===== config.mk =====
export PLATFORM = sky130hd
export DESIGN_NAME = adc_seq_top
export DESIGN_NICKNAME = d
export VERILOG_FILES = /design/src/rtl/adc_seq_pkg.sv /design/src/rtl/adc_tad_gen.sv /design/src/rtl/adc_trig_mux.sv /design/src/rtl/adc_seq_fsm.sv /design/src/rtl/adc_seq_top.sv
export SDC_FILE = /design/constraint.sdc
export NUM_CORES = 1
export LEC_CHECK = 0
export ABC_AREA = 1
export BUFFER_PORTS_ARGS = -buffer_cell sky130_fd_sc_hd__buf_2
export CAP_MARGIN = 40
export CORE_UTILIZATION = 56
export CTS_BUF_LIST = sky130_fd_sc_hd__clkbuf_2 sky130_fd_sc_hd__clkbuf_4 sky130_fd_sc_hd__clkbuf_8
export DETAILED_ROUTE_END_ITERATION = 7
export PLACE_DENSITY = 0.83
export SKIP_LAST_GASP = 1
export SLEW_MARGIN = 40
export SYNTH_ARGS = -nofsm -noshare
export SYNTH_HDL_FRONTEND = slang
export SYNTH_SLANG_ARGS = --single-unit

===== constraint.sdc =====
create_clock -name clk_i -period 2.7 [get_ports clk_i]
set_input_delay 0.54 -clock clk_i [delete_from_list [all_inputs] [get_ports clk_i]]
set_output_delay 0.54 -clock clk_i [all_outputs]
set_load 0.005 [all_outputs]

===== src/rtl/adc_seq_pkg.sv =====
package adc_seq_pkg;
  typedef enum logic [1:0] {ST_IDLE, ST_SAMP, ST_CONV} seq_state_e;

  localparam logic [2:0] TRIG_MANUAL = 3'b000;
  localparam logic [2:0] TRIG_PIN    = 3'b001;
  localparam logic [2:0] TRIG_TMR    = 3'b010;
  localparam logic [2:0] TRIG_AUTO   = 3'b111;
endpackage


===== src/rtl/adc_tad_gen.sv =====
module adc_tad_gen #(
  parameter int DIV_W = 8
) (
  input  logic             clk_i,
  input  logic             rst_ni,
  input  logic             en_i,
  input  logic             src_int_i,
  input  logic             int_tick_i,
  input  logic [DIV_W-1:0] div_i,
  output logic             tick_o
);
  logic [DIV_W-1:0] cnt_q;
  logic             wrap;

  assign wrap   = cnt_q >= div_i;
  assign tick_o = en_i && (src_int_i ? int_tick_i : wrap);

  always_ff @(posedge clk_i or negedge rst_ni) begin
    if (!rst_ni)                  cnt_q <= '0;
    else if (!en_i || src_int_i)  cnt_q <= '0;
    else if (wrap)                cnt_q <= '0;
    else                          cnt_q <= cnt_q + DIV_W'(1);
  end

  assert_tick_spacing_R1: assert property (@(posedge clk_i) disable iff (!rst_ni)
    (en_i && !src_int_i && div_i != '0 && tick_o) |=> (!tick_o || src_int_i || div_i == '0));
endmodule


===== src/rtl/adc_trig_mux.sv =====
module adc_trig_mux
  import adc_seq_pkg::*;
#(
  parameter bit PIN_RISING = 1'b1
) (
  input  logic       clk_i,
  input  logic       rst_ni,
  input  logic [2:0] trig_sel_i,
  input  logic       sw_clr_i,
  input  logic       ext_i,
  input  logic       tmr_i,
  input  logic       time_up_i,
  output logic       start_o
);
  logic ext_q;
  logic pin_edge;

  always_ff @(posedge clk_i or negedge rst_ni) begin
    if (!rst_ni) ext_q <= 1'b0;
    else         ext_q <= ext_i;
  end

  generate
    if (PIN_RISING) begin : g_rise
      assign pin_edge = ext_i & ~ext_q;
    end else begin : g_fall
      assign pin_edge = ~ext_i & ext_q;
    end
  endgenerate

  always_comb begin
    unique case (trig_sel_i)
      TRIG_PIN:  start_o = pin_edge;
      TRIG_TMR:  start_o = tmr_i;
      TRIG_AUTO: start_o = time_up_i;
      default:   start_o = sw_clr_i;   // manual and reserved codes
    endcase
  end
endmodule


===== src/rtl/adc_seq_fsm.sv =====
module adc_seq_fsm
  import adc_seq_pkg::*;
#(
  parameter int SAMP_W   = 5,
  parameter int DATA_W   = 10,
  parameter int CONV_TAD = 12
) (
  input  logic              clk_i,
  input  logic              rst_ni,
  input  logic              en_i,
  input  logic              auto_i,
  input  logic              sw_set_i,
  input  logic              tick_i,
  input  logic [SAMP_W-1:0] samp_time_i,
  input  logic              start_i,
  input  logic [DATA_W-1:0] data_i,
  output logic              time_up_o,
  output logic              sh_o,
  output logic              conv_o,
  output logic              done_o,
  output logic              rv_o,
  output logic [DATA_W-1:0] result_o
);
  localparam int CNT_W = $clog2(CONV_TAD);
  localparam logic [CNT_W-1:0] CONV_LAST = CNT_W'(CONV_TAD - 1);

  seq_state_e        state_q;
  logic [SAMP_W-1:0] scnt_q;
  logic [CNT_W-1:0]  ccnt_q;
  logic [SAMP_W:0]   eff_time;

  // zero sample time is stretched to one TAD
  assign eff_time  = (samp_time_i == '0) ? (SAMP_W+1)'(1) : {1'b0, samp_time_i};
  assign time_up_o = tick_i && (({1'b0, scnt_q} + (SAMP_W+1)'(1)) >= eff_time);

  assign sh_o   = state_q == ST_SAMP;
  assign conv_o = state_q == ST_CONV;

  always_ff @(posedge clk_i or negedge rst_ni) begin
    if (!rst_ni) begin
      state_q  <= ST_IDLE;
      scnt_q   <= '0;
      ccnt_q   <= '0;
      done_o   <= 1'b0;
      rv_o     <= 1'b0;
      result_o <= '0;
    end else begin
      rv_o <= 1'b0;
      if (!en_i) begin
        state_q <= ST_IDLE;
        scnt_q  <= '0;
        ccnt_q  <= '0;
        done_o  <= 1'b0;
      end else begin
        unique case (state_q)
          ST_IDLE: if (sw_set_i) begin
            state_q <= ST_SAMP;
            scnt_q  <= '0;
          end
          ST_SAMP: begin
            if (start_i) begin
              state_q <= ST_CONV;
              ccnt_q  <= '0;
              done_o  <= 1'b0;
            end else if (tick_i && scnt_q != '1) begin
              scnt_q <= scnt_q + SAMP_W'(1);
            end
          end
          ST_CONV: if (tick_i) begin
            if (ccnt_q == CONV_LAST) begin
              rv_o     <= 1'b1;
              result_o <= data_i;
              done_o   <= 1'b1;
              ccnt_q   <= '0;
              scnt_q   <= '0;
              state_q  <= auto_i ? ST_SAMP : ST_IDLE;
            end else begin
              ccnt_q <= ccnt_q + CNT_W'(1);
            end
          end
          default: state_q <= ST_IDLE;
        endcase
      end
    end
  end

  assert_rv_after_conv_R5: assert property (@(posedge clk_i) disable iff (!rst_ni)
    rv_o |-> $past(state_q == ST_CONV));
  assert_restart_R9: assert property (@(posedge clk_i) disable iff (!rst_ni)
    rv_o |-> (sh_o == $past(auto_i)));
  assert_done_rise_R10: assert property (@(posedge clk_i) disable iff (!rst_ni)
    $rose(done_o) |-> rv_o);
  assert_off_idle_R11: assert property (@(posedge clk_i) disable iff (!rst_ni)
    !en_i |=> (!sh_o && !conv_o && !done_o && !rv_o));
  assert_conv_whole_R12: assert property (@(posedge clk_i) disable iff (!rst_ni)
    ($past(state_q == ST_CONV) && !conv_o && $past(en_i)) |-> rv_o);
  assert_phase_excl_R12: assert property (@(posedge clk_i) disable iff (!rst_ni)
    $countones({sh_o, conv_o}) <= 1);
endmodule


===== src/rtl/adc_seq_top.sv =====
module adc_seq_top #(
  parameter int DIV_W      = 8,
  parameter int SAMP_W     = 5,
  parameter int DATA_W     = 10,
  parameter int CONV_TAD   = 12,
  parameter bit PIN_RISING = 1'b1
) (
  input  logic              clk_i,
  input  logic              rst_ni,
  input  logic              en_i,
  input  logic              clk_src_i,
  input  logic              int_tick_i,
  input  logic [DIV_W-1:0]  tad_div_i,
  input  logic [SAMP_W-1:0] samp_tad_i,
  input  logic [2:0]        trig_sel_i,
  input  logic              auto_samp_i,
  input  logic              samp_set_i,
  input  logic              samp_clr_i,
  input  logic              ext_pin_i,
  input  logic              tmr_match_i,
  input  logic [DATA_W-1:0] conv_data_i,
  output logic              sh_o,
  output logic              conv_o,
  output logic              done_o,
  output logic              rv_o,
  output logic [DATA_W-1:0] result_o
);
  logic tick, start, time_up;

  adc_tad_gen #(.DIV_W(DIV_W)) u_tad (
    .clk_i, .rst_ni, .en_i,
    .src_int_i (clk_src_i),
    .int_tick_i(int_tick_i),
    .div_i     (tad_div_i),
    .tick_o    (tick)
  );

  adc_trig_mux #(.PIN_RISING(PIN_RISING)) u_trig (
    .clk_i, .rst_ni,
    .trig_sel_i(trig_sel_i),
    .sw_clr_i  (samp_clr_i),
    .ext_i     (ext_pin_i),
    .tmr_i     (tmr_match_i),
    .time_up_i (time_up),
    .start_o   (start)
  );

  adc_seq_fsm #(.SAMP_W(SAMP_W), .DATA_W(DATA_W), .CONV_TAD(CONV_TAD)) u_fsm (
    .clk_i, .rst_ni, .en_i,
    .auto_i     (auto_samp_i),
    .sw_set_i   (samp_set_i),
    .tick_i     (tick),
    .samp_time_i(samp_tad_i),
    .start_i    (start),
    .data_i     (conv_data_i),
    .time_up_o  (time_up),
    .sh_o, .conv_o, .done_o, .rv_o, .result_o
  );
endmodule


Word-level counts from Yosys, hierarchy flattened
Index checks and enable logic that the tools add are counted.

Register bits after elaboration: 32. Memories: 0. Word-level logic and storage cells: 76. Memory bits (read-only): 0. Bits in latches: 0. Input port bits: 36. Output and inout port bits: 14. Bits in writable memories: 0.

Mux-type cells: 33. Bitwise operators: 2. $add $sub $neg: 4. Reductions and logical operators: 12. Shift-type cells: 0. Eq/ne operators: 15. Magnitude comparators: 2. Divide/modulo/power cells: 0. Multipliers: 0.

Operators with widths (count): $mux W5 (7); $mux W4 (4); $mux W8 (2); $pmux W5 S3 (1); $ne A3 B2 Y1 const B (4); $reduce_and A4 Y1 (3); $mux W1 (10); $mux W2 (5); $add A8 B1 Y8 const B (1); $ge A8 B8 Y1 (1); $pmux W4 S2 (1); $add A5 B1 Y6 const B (1); $ge A6 B6 Y1 (1); $ne A3 B3 Y1 const B (2); $pmux W2 S3 (1); $reduce_and A6 Y1 (1); $add A5 B1 Y5 const B (1); $logic_not A5 Y1 (1); $ne A5 B5 Y1 const B (1); $add A4 B1 Y4 const B (1); $eq A4 B4 Y1 const B (1); $ne A4 B1 Y1 const B (1); $eq A3 B1 Y1 const B (1); $eq A3 B2 Y1 const B (1); other kinds (13) (15).

Logic depth before layout (Yosys ltp)
Gate-level depths: netlist of the first run.

Depth after elaboration: 8. Gate-level depth with buffers: 18. Mapped depth without buffers: 18.

Modules after synthesis
Synthesis of the first run repeated with hierarchy kept, for this count alone.

Cell total of the unflattened synthesis: 280. Area, all modules: 2110.8 um^2.

By module, submodules not included: adc_seq_fsm (cells an instance 176, seq. area each 575.6 um^2, area an instance 1337.5 um^2, instances 1); adc_tad_gen (cells an instance 88, seq. area each 200.2 um^2, area an instance 671.9 um^2, instances 1); adc_trig_mux (cells an instance 16, seq. area each 25.0 um^2, area an instance 101.3 um^2, instances 1).

Worst setup path before layout of the first run
OpenSTA, ideal clock, no wires.

Path kind: reg2reg. From: register u_fsm.scnt_q[0]. To: register u_fsm.scnt_q[0]. Path buffers: 0. Data arrival time: 2.007 ns. Slack: 0.576 ns. Library setup time: 0.117 ns. Clock period less this slack: 2.124 ns. Stages on the path, launching flop included: 14. Required time: 2.583 ns. Path through: dfrtp_1 -> ha_1 -> nand2_1 -> nor2_1 -> ha_1 -> ha_1 -> nand3_1 -> nand4_1 -> nand3_2 -> nand2_2 -> nand3_2 -> nand3_2 -> nand2_1 -> nand2_1.

Cells in the longest elaborated chain, start to end: 6. Elaborated cells between the ends (all ways): 14. Classes of those cells: 2 x add/sub; 1 x order compare; 3 x eq/ne; 5 x mux; 3 x reduce/logical.

RTL lines: from (decl) (RTL line adc_seq_fsm.sv:28) `logic [SAMP_W-1:0] scnt_q;`; from (signal assigned) (RTL line adc_seq_fsm.sv:66) `scnt_q <= scnt_q + SAMP_W'(1);`; $add A5 B1 Y6 (RTL line adc_seq_fsm.sv:34) `assign time_up_o = tick_i && (({1'b0, scnt_q} + (SAMP_W+1)'(1)) >= eff_time);`; $ge A6 B6 Y1 (RTL line adc_seq_fsm.sv:34); $logic_and A1 B1 Y1 (RTL line adc_seq_fsm.sv:34); $pmux W1 S3 (RTL line adc_trig_mux.sv:32) `unique case (trig_sel_i)`; $ne A3 B3 Y1 (no line); $reduce_and A6 Y1 (no line).

Parallel ways exist; a longest one is shown, timed or not. The select of a mux whose other input is x is not followed. A chain may end at the register's enable or synchronous reset.

Worst setup path after layout of the first run
From: register u_fsm.scnt_q[0]. To: register u_fsm.ccnt_q[3].

Cells in the longest elaborated chain, start to end: 6.

RTL lines: $add A5 B1 Y6 (RTL line adc_seq_fsm.sv:34); $ge A6 B6 Y1 (RTL line adc_seq_fsm.sv:34); $logic_and A1 B1 Y1 (RTL line adc_seq_fsm.sv:34); $pmux W1 S3 (RTL line adc_trig_mux.sv:32); $ne A3 B2 Y1 (no line); $reduce_and A3 Y1 (no line); to (signal assigned) (RTL line adc_seq_fsm.sv:78) `ccnt_q <= ccnt_q + CNT_W'(1);`; to (decl) (RTL line adc_seq_fsm.sv:29) `logic [CNT_W-1:0] ccnt_q;`.

No other way between the ends.

==> out/qor.txt, run 1 <==
Synth top area share -> 37.9%
CTS tree -> yes
Register-to-Register Path Depth -> 14
first-pass GRT wire length -> 7590 um
worst slew pin tran -> 0.712 ns
routed vias -> 1885
clk slew on worst S/H paths -> 0.07 ns
WL final -> 4280 um
Synth Instances -> 271
port buffer count -> 49
VDD IR max -> 0.539 mV
Critical-path top delay cell -> dfrtp_1
worst endpoint required time -> 2.87 ns
Remaining Overflow, GRT -> 0
Setup TNS -> 0 ns
post-CTS setup buffers -> 0
number of cells on the critical path -> 14
pre-CTS setup slack -> 0.391 ns
Arr. time, crit path -> 2.52 ns
Leak Pwr -> 0.00149 uW
Post-synth EDFFs -> 0
cell mode on critical path -> ha_1
Final Cycle Share -> 87.2%
Tot Pwr -> 1460 uW
classification of the worst setup path -> reg -> reg
initial DRC count -> 110
FFs w/ async S/R, synth -> 100%
fin crit period -> 2.35 ns
Final Max Tran Viols -> 0
largest net degree at the start of global routing -> 33
maximum buffer depth of the clock tree -> 2
Post-CTS Hold Fix Bufs -> 0
Final Worst Setup Slack -> 0.346 ns
Most used DFF post-synth -> dfrtp_1
WP buf/inv -> 0
Slew headroom -> 52.5%
final clock skew -> 0.00755 ns
Die Wd -> 63.4 um
wire length per cell -> 11.5 um
number of library cell types mapped by synthesis -> 29
CORE AREA -> 3470 um2
H-tree depth -> 2
share of layout cells above drive strength 1 -> 23.9%
Hold Crit Class -> in -> async
cell area after synthesis -> 2110 um2
Worst-Skew Late Latency -> 0.27 ns
Die Y-Extent -> 63.4 um
I/O pin count -> 50
post-synth net total -> 329
vias in the first global route -> 1844
# Max-Cap Violations -> 0
Cell Rows -> 21
gpl congestion -> 0.869
top cells by area, synth -> dfrtp_1, nand2_1, ha_1, inv_1, nor2_1
Cell Chain, Critical Path -> ha_1 -> nand2_1 -> nor2_1 -> ha_1 -> ha_1 -> nand3b_1 -> nand4_1 -> nand3_2 -> nand2_2 -> nand2_2 -> nand2_4 -> nand2_4 -> nand2_1 -> o21ai_1
largest area contributor in the netlist -> dfrtp_1
DR pass1 iterations -> 4
gr usage total -> 23.9%
final hold viol count -> 0
nets@finish -> 383
Worst path max stage delay -> 0.47 ns
Antenna Nets Post-Route -> 0
P&R area growth vs syn -> 19.8%
Die ar. -> 4020 um2
critical path launch point -> u_fsm.scnt_q[0]$_DFFE_PN0P_
pwr/cell area -> 575 nW/um2
CP max FO -> 8
final instance area -> 2530 um2
Max Freq -> 0.425 GHz
Root Driver -> clkbuf_8
critical path capture point type -> register
Clock Sinks -> 32
syn_area_per_cell -> 7.79 um2
post-cts repair resize count -> 0
TritonCTS Buffers -> 5
Ant. Diodes -> 0
RSZ-0062 raised after global routing -> no
Synth Warn # -> 0
placed cell areas -> 2400 um2
most common cell after layout, fill and taps aside -> nand2_1
register area share after synthesis -> 37.9%
initial core utilization -> 60.9%
R2R Setup Slk -> 0.35 ns
commonest cells after routing, fill and taps aside -> nand2_1, buf_2, inv_1, dfrtp_1
post-DP HPWL -> 3170 um
status -> finished clean
Worst R2R Start -> u_fsm.scnt_q[0]$_DFFE_PN0P_
# setup viols final -> 0
register bit total from synthesis -> 32
initial antenna violation count -> 0
DR vias/cell -> 5.07
DRC Markers -> 0
startpoint types -> register
CP top delay family -> adder cells
==> layout make-up <==
cell class | count | area [um2]
timing repair buffer | 50 | 253
clock buffer | 7 | 96.3
multi-input combinational | 195 | 1140
fill | 258 | 937
sequential | 32 | 801
clock inverter | 1 | 30.0
inverter | 41 | 154
tap | 46 | 57.6
==> stage by stage <==
step | hold slack [ns] | std cells | utilization (%)
2_1_floorplan | 0.244 | 271 | -
5_1_grt | 0.353 | 372 | 73.0
3_3_place_gp | 0.456 | 364 | 69.3
4_1_cts | 0.328 | 372 | 73.0
3_5_place_dp | 0.464 | 364 | 69.3
6_report | 0.322 | 372 | 73.0
==> Yosys cell counts, types with 2 or more instances <==
library cell  number
nand3b_1           3
nor3_1             7
nand3_1           11
buf_2              2
ha_1              22
nand4_1            9
nor3b_1            2
nand2_2            6
dfrtp_1           32
xor2_1             6
o21ai_1            6
nand2_1           78
nor2_2             2
inv_1             38
nor2_1            22
nand3_2            4
nand2_4            2
a21oi_1            6
inv_2              3
==> registers in the layout, indices dropped and copies added, names as in the netlist <==
register	cells
u_fsm.done_o	1
u_tad.cnt_q	8
u_fsm.state_q	2
u_fsm.ccnt_q	4
u_fsm.rv_o	1
u_fsm.result_o	10
u_trig.ext_q	1
u_fsm.scnt_q	5
==> power breakdown <==
group	switching (uW)	total, uW	internal [uW]
registers	43.6	551	507
logic	257	414	157
clock network	165	490	325
==> final timing paths <==
check                                                 to
max in group asynchronous       u_tad.cnt_q[7]$_DFF_PN0_
hold / removal                  u_tad.cnt_q[5]$_DFF_PN0_
min in group clk_i                u_trig.ext_q$_DFF_PN0_
hold reg to reg            u_fsm.result_o[5]$_DFFE_PN0P_
setup / recovery             u_fsm.ccnt_q[3]$_DFFE_PN0P_
setup reg to reg             u_fsm.ccnt_q[3]$_DFFE_PN0P_
==> logic make-up (layout without fill, tap and decap cells) <==
logic type,after synthesis,in the layout,synth area share [%]
buffers and inverters,44,99,8.12
adders and majority gates,22,22,13.0
and+or+nand+nor,149,149,33.2
xor gates and xnor gates,7,7,2.90
AOI/OAI and AO/OA,17,17,4.80
DFF,32,32,37.9
==> per-layer routing <==
layer | GRT usage, % | wire (um)
met5 | 0 | 0
met4 | 7.39 | 64
met3 | 4.89 | 204
met2 | 41.9 | 2130
met1 | 29.0 | 1880
No activity file was read; power rests on OpenSTA's default activity.
==> run 2: changes to the inputs <==
--- a/config.mk
+++ b/config.mk
@@ -5,13 +5,13 @@
 export SDC_FILE = /design/constraint.sdc
 export NUM_CORES = 1
 export LEC_CHECK = 0
-export ABC_AREA = 1
+export ABC_AREA = 0
 export BUFFER_PORTS_ARGS = -buffer_cell sky130_fd_sc_hd__buf_2
 export CAP_MARGIN = 40
 export CORE_UTILIZATION = 56
 export CTS_BUF_LIST = sky130_fd_sc_hd__clkbuf_2 sky130_fd_sc_hd__clkbuf_4 sky130_fd_sc_hd__clkbuf_8
 export DETAILED_ROUTE_END_ITERATION = 7
-export PLACE_DENSITY = 0.83
+export PLACE_DENSITY = 0.82
 export SKIP_LAST_GASP = 1
 export SLEW_MARGIN = 40
 export SYNTH_ARGS = -nofsm -noshare
==> run 2 against run 1 <==
Final cell count decreased by 7.8%. Combinational power up 14%. Non-clock buffer count increased by 8. Die area rose by 6.8%. Clock skew down 0.0019 ns. Critical path depth down 4. Synthesized cell count fell by 14%. Register-to-register slack lost 0.18 ns. Clock power down 6.9%. Critical endpoint unchanged. Largest cell class unchanged. Largest power group unchanged.
==> out/qor.txt, run 2 <==
Remaining Overflow, GRT -> 0 (unchanged)
Cell Rows -> 22 (+4.8%)
post-CTS setup buffers -> 0 (unchanged)
DRC Markers -> 0 (unchanged)
Final Worst Setup Slack -> 0.161 ns (-0.185 ns)
clk slew on worst S/H paths -> 0.06 ns (about the same)
P&R area growth vs syn -> 21.3%
Root Driver -> clkbuf_8
reg-to-reg critical path endpoint -> u_fsm.ccnt_q[3]$_DFFE_PN0P_
WP buf/inv -> 1 (+1)
fillers -> 287 (+11%)
vias in the first global route -> 1921 (+4.2%)
Register-to-Register Path Depth -> 10 (-4)
largest area contributor in the netlist -> dfrtp_1
post-synth net total -> 292 (-11%)
Worst-Skew Late Latency -> 0.28 ns (about the same)
most common cell after layout, fill and taps aside -> buf_2
simple-gate share of the synthesized area -> 19.3% (-14 points)
initial DRC count -> 116 (+5.5%)
VDD IR max -> 0.346 mV (-36%)
TritonCTS Buffers -> 5 (unchanged)
routed vias -> 1974 (+4.7%)
number of library cell types mapped by synthesis -> 58 (+100%)
Largest Register -> u_fsm.result_o
initial core utilization -> 59.9% (-0.97 points)
nets@finish -> 352 (-8.1%)
DR pass1 iterations -> 4 (unchanged)
Slew headroom -> 53.1% (+0.52 points)
Synth Warn # -> 0 (unchanged)
Arr. time, crit path -> 2.71 ns (+0.19 ns)
final hold viol count -> 0 (unchanged)
Setup TNS -> 0 ns (unchanged)
CTS tree -> yes
XOR/XNOR Fraction of Synth Area -> 3.49% (+0.59 points)
status -> finished clean
Clock Sinks -> 32 (unchanged)
I/O pin count -> 50 (unchanged)
DR vias/cell -> 5.76 (+14%)
Worst R2R Start -> u_fsm.scnt_q[0]$_DFFE_PN0P_
initial antenna violation count -> 0 (unchanged)
pre-CTS setup slack -> -0.0667 ns (-0.458 ns)
Final Cycle Share -> 94.0% (+6.8 points)
Leak Pwr -> 0.00145 uW (-2.4%)
cell mode on critical path -> ha_1
startpoint types -> register
Max Freq -> 0.394 GHz (-7.3%)
FF/Latch Area -> 801 um2 (unchanged)
Largest regs -> u_fsm.result_o (10), u_tad.cnt_q (8), u_fsm.scnt_q (5)
# setup viols final -> 0 (unchanged)
Die Wd -> 65.5 um (+3.3%)
share of layout cells above drive strength 1 -> 30.2% (+6.2 points)
Layout Cells excl Fill -> 343 (-7.8%)
fin crit period -> 2.54 ns (+0.185 ns)
largest net degree at the start of global routing -> 33 (unchanged)
FFs w/ async S/R, synth -> 100% (unchanged)
Die Y-Extent -> 65.5 um (+3.3%)
syn_area_per_cell -> 9.66 um2 (+24%)
WL final -> 4870 um (+14%)
synth cell count leaders -> dfrtp_1, ha_1, inv_1, nand2_1, nor2_1
Synth Area in Compound Gates -> 18.6% (+14 points)
Ant. Diodes -> 0 (unchanged)
R2R Setup Slk -> 0.16 ns (-0.18 ns)
critical path capture point type -> register
Post-synth EDFFs -> 0 (unchanged)
final clock skew -> 0.00560 ns (-0.00194 ns)
Final Max Tran Viols -> 0 (unchanged)
WHS -> 0.301 ns (-0.0213 ns)
gr usage total -> 25.5% (+1.7 points)
maximum buffer depth of the clock tree -> 2 (unchanged)
Post-CTS Hold Fix Bufs -> 0 (unchanged)
cell area after synthesis -> 2260 um2 (+7.0%)
RSZ-0062 raised after global routing -> yes
post-DP HPWL -> 3760 um (+19%)
CP max FO -> 5 (-3)
port buffer count -> 49 (unchanged)
commonest cells after routing, fill and taps aside -> buf_2, dfrtp_1, ha_1, inv_1, nand2_1
Hold Crit Class -> in -> async
dpl cells -> 335 (-8.0%)
top cells by area, synth -> dfrtp_1, ha_1, mux2_2, inv_1, nand2_1
Cell Chain, Critical Path -> ha_1 -> and3_1 -> ha_1 -> ha_1 -> o21ai_0 -> o21ai_2 -> a31oi_2 -> buf_4 -> o31a_1 -> a21o_1
most frequent cell after synthesis -> dfrtp_1
multiplexer area fraction after synthesis -> 6.87% (+6.9 points)
wire length per cell -> 14.2 um (+23%)
post-layout util -> 72.7% (-0.32 points)
classification of the worst setup path -> reg -> reg
CORE AREA -> 3770 um2 (+8.7%)
max FFs per register -> 10 (unchanged)
multi-input logic area -> 1370 um2 (+20%)
Die ar. -> 4290 um2 (+6.8%)
gpl congestion -> 0.881 (+1.5%)
H-tree depth -> 2 (unchanged)
pwr/cell area -> 533 nW/um2 (-7.3%)
register bit total from synthesis -> 32 (unchanged)
combinational family with the most area after synthesis -> simple AND/OR/NAND/NOR gates
Post-Synth Adder-Cell Area -> 12.2% (-0.85 points)
Most used DFF post-synth -> dfrtp_1
first-pass GRT wire length -> 8380 um (+10%)
Critical-path top delay cell -> dfrtp_1
# Max-Cap Violations -> 0 (unchanged)
register area share after synthesis -> 35.4% (-2.5 points)
Worst path max stage delay -> 0.39 ns (-0.08 ns)
worst slew pin tran -> 0.704 ns (-0.00780 ns)
CP top delay family -> compound AO/OA/AOI/OAI gates
Synth Instances -> 234 (-14%)
worst endpoint required time -> 2.87 ns (about the same)
Synth top area share -> 35.4% (-2.5 points)
Antenna Nets Post-Route -> 0 (unchanged)
run 2: changes by cell type after synthesis, sizes merged, moves of 4 or more:
| cell | previous run | this run |
|---|---|---|
| inv | 41 | 19 |
| and3 | 0 | 8 |
| nand2b | 0 | 5 |
| nor2 | 25 | 15 |
| mux2 | 0 | 12 |
| a31oi | 0 | 4 |
| nand2 | 86 | 17 |
run 2: metrics by stage:
step,cell area [um2],total power [uW]
6_report,2740,1460
3_3_place_gp,2620,990
2_1_floorplan,2260,862
4_1_cts,2740,1470
5_1_grt,2740,1550
3_5_place_dp,2620,1010
run 2: kinds of logic (layout without fill, tap and decap cells):
group	after synthesis	after routing
adders and majority gates	22	22
AOI/OAI and AO/OA	50	50
and+or+nand+nor	83	83
xor gates and xnor gates	9	9
muxes	14	14
buffers and inverters	24	85
DFF	32	32
run 2: cell type report:
cell class	instances	area share, %
timing repair buffer	58	11.9
inverter	19	2.60
clock inverter	2	1.28
sequential	32	29.2
tap	48	2.19
multi-input combinational	178	50.0
clock buffer	6	2.79
run 2: worst max path at each step:
| stage | from | to | slack [ns] | cells after the start |
|---|---|---|---|---|
| 3_5_place_dp | samp_tad_i[3] | u_fsm.scnt_q[0]$_DFFE_PN0P_ | -0.07 | 10 |
| 6_report | u_fsm.scnt_q[0]$_DFFE_PN0P_ | u_fsm.ccnt_q[3]$_DFFE_PN0P_ | 0.16 | 10 |
| 2_1_floorplan | samp_tad_i[2] | u_fsm.scnt_q[0]$_DFFE_PN0P_ | 0.11 | 9 |
| 5_1_grt | u_fsm.scnt_q[0]$_DFFE_PN0P_ | u_fsm.ccnt_q[3]$_DFFE_PN0P_ | -0.007 | 10 |
| 3_3_place_gp | samp_tad_i[2] | u_fsm.scnt_q[4]$_DFFE_PN0P_ | 0.02 | 10 |
| 4_1_cts | u_fsm.scnt_q[0]$_DFFE_PN0P_ | u_fsm.ccnt_q[3]$_DFFE_PN0P_ | 0.08 | 10 |
run 2: power by group:
group          total, uW  internal (uW)  switching, uW
Clock                456            284            173
Sequential           532            502           30.0
Combinational        472            179            293
run 2: what timing repair did:
action,CTS,global route
setup endpoints to repair,0,7
endpoints found under the hold margin,0,0
gates resized for setup,0,2
run 2: per-layer routing:
metal | part of all wire, % | GRT usage [%]
met4 | 1.2 | 5.71
met2 | 51 | 44.1
met5 | 0 | 0
met1 | 44 | 32.7
met3 | 4.1 | 5.21
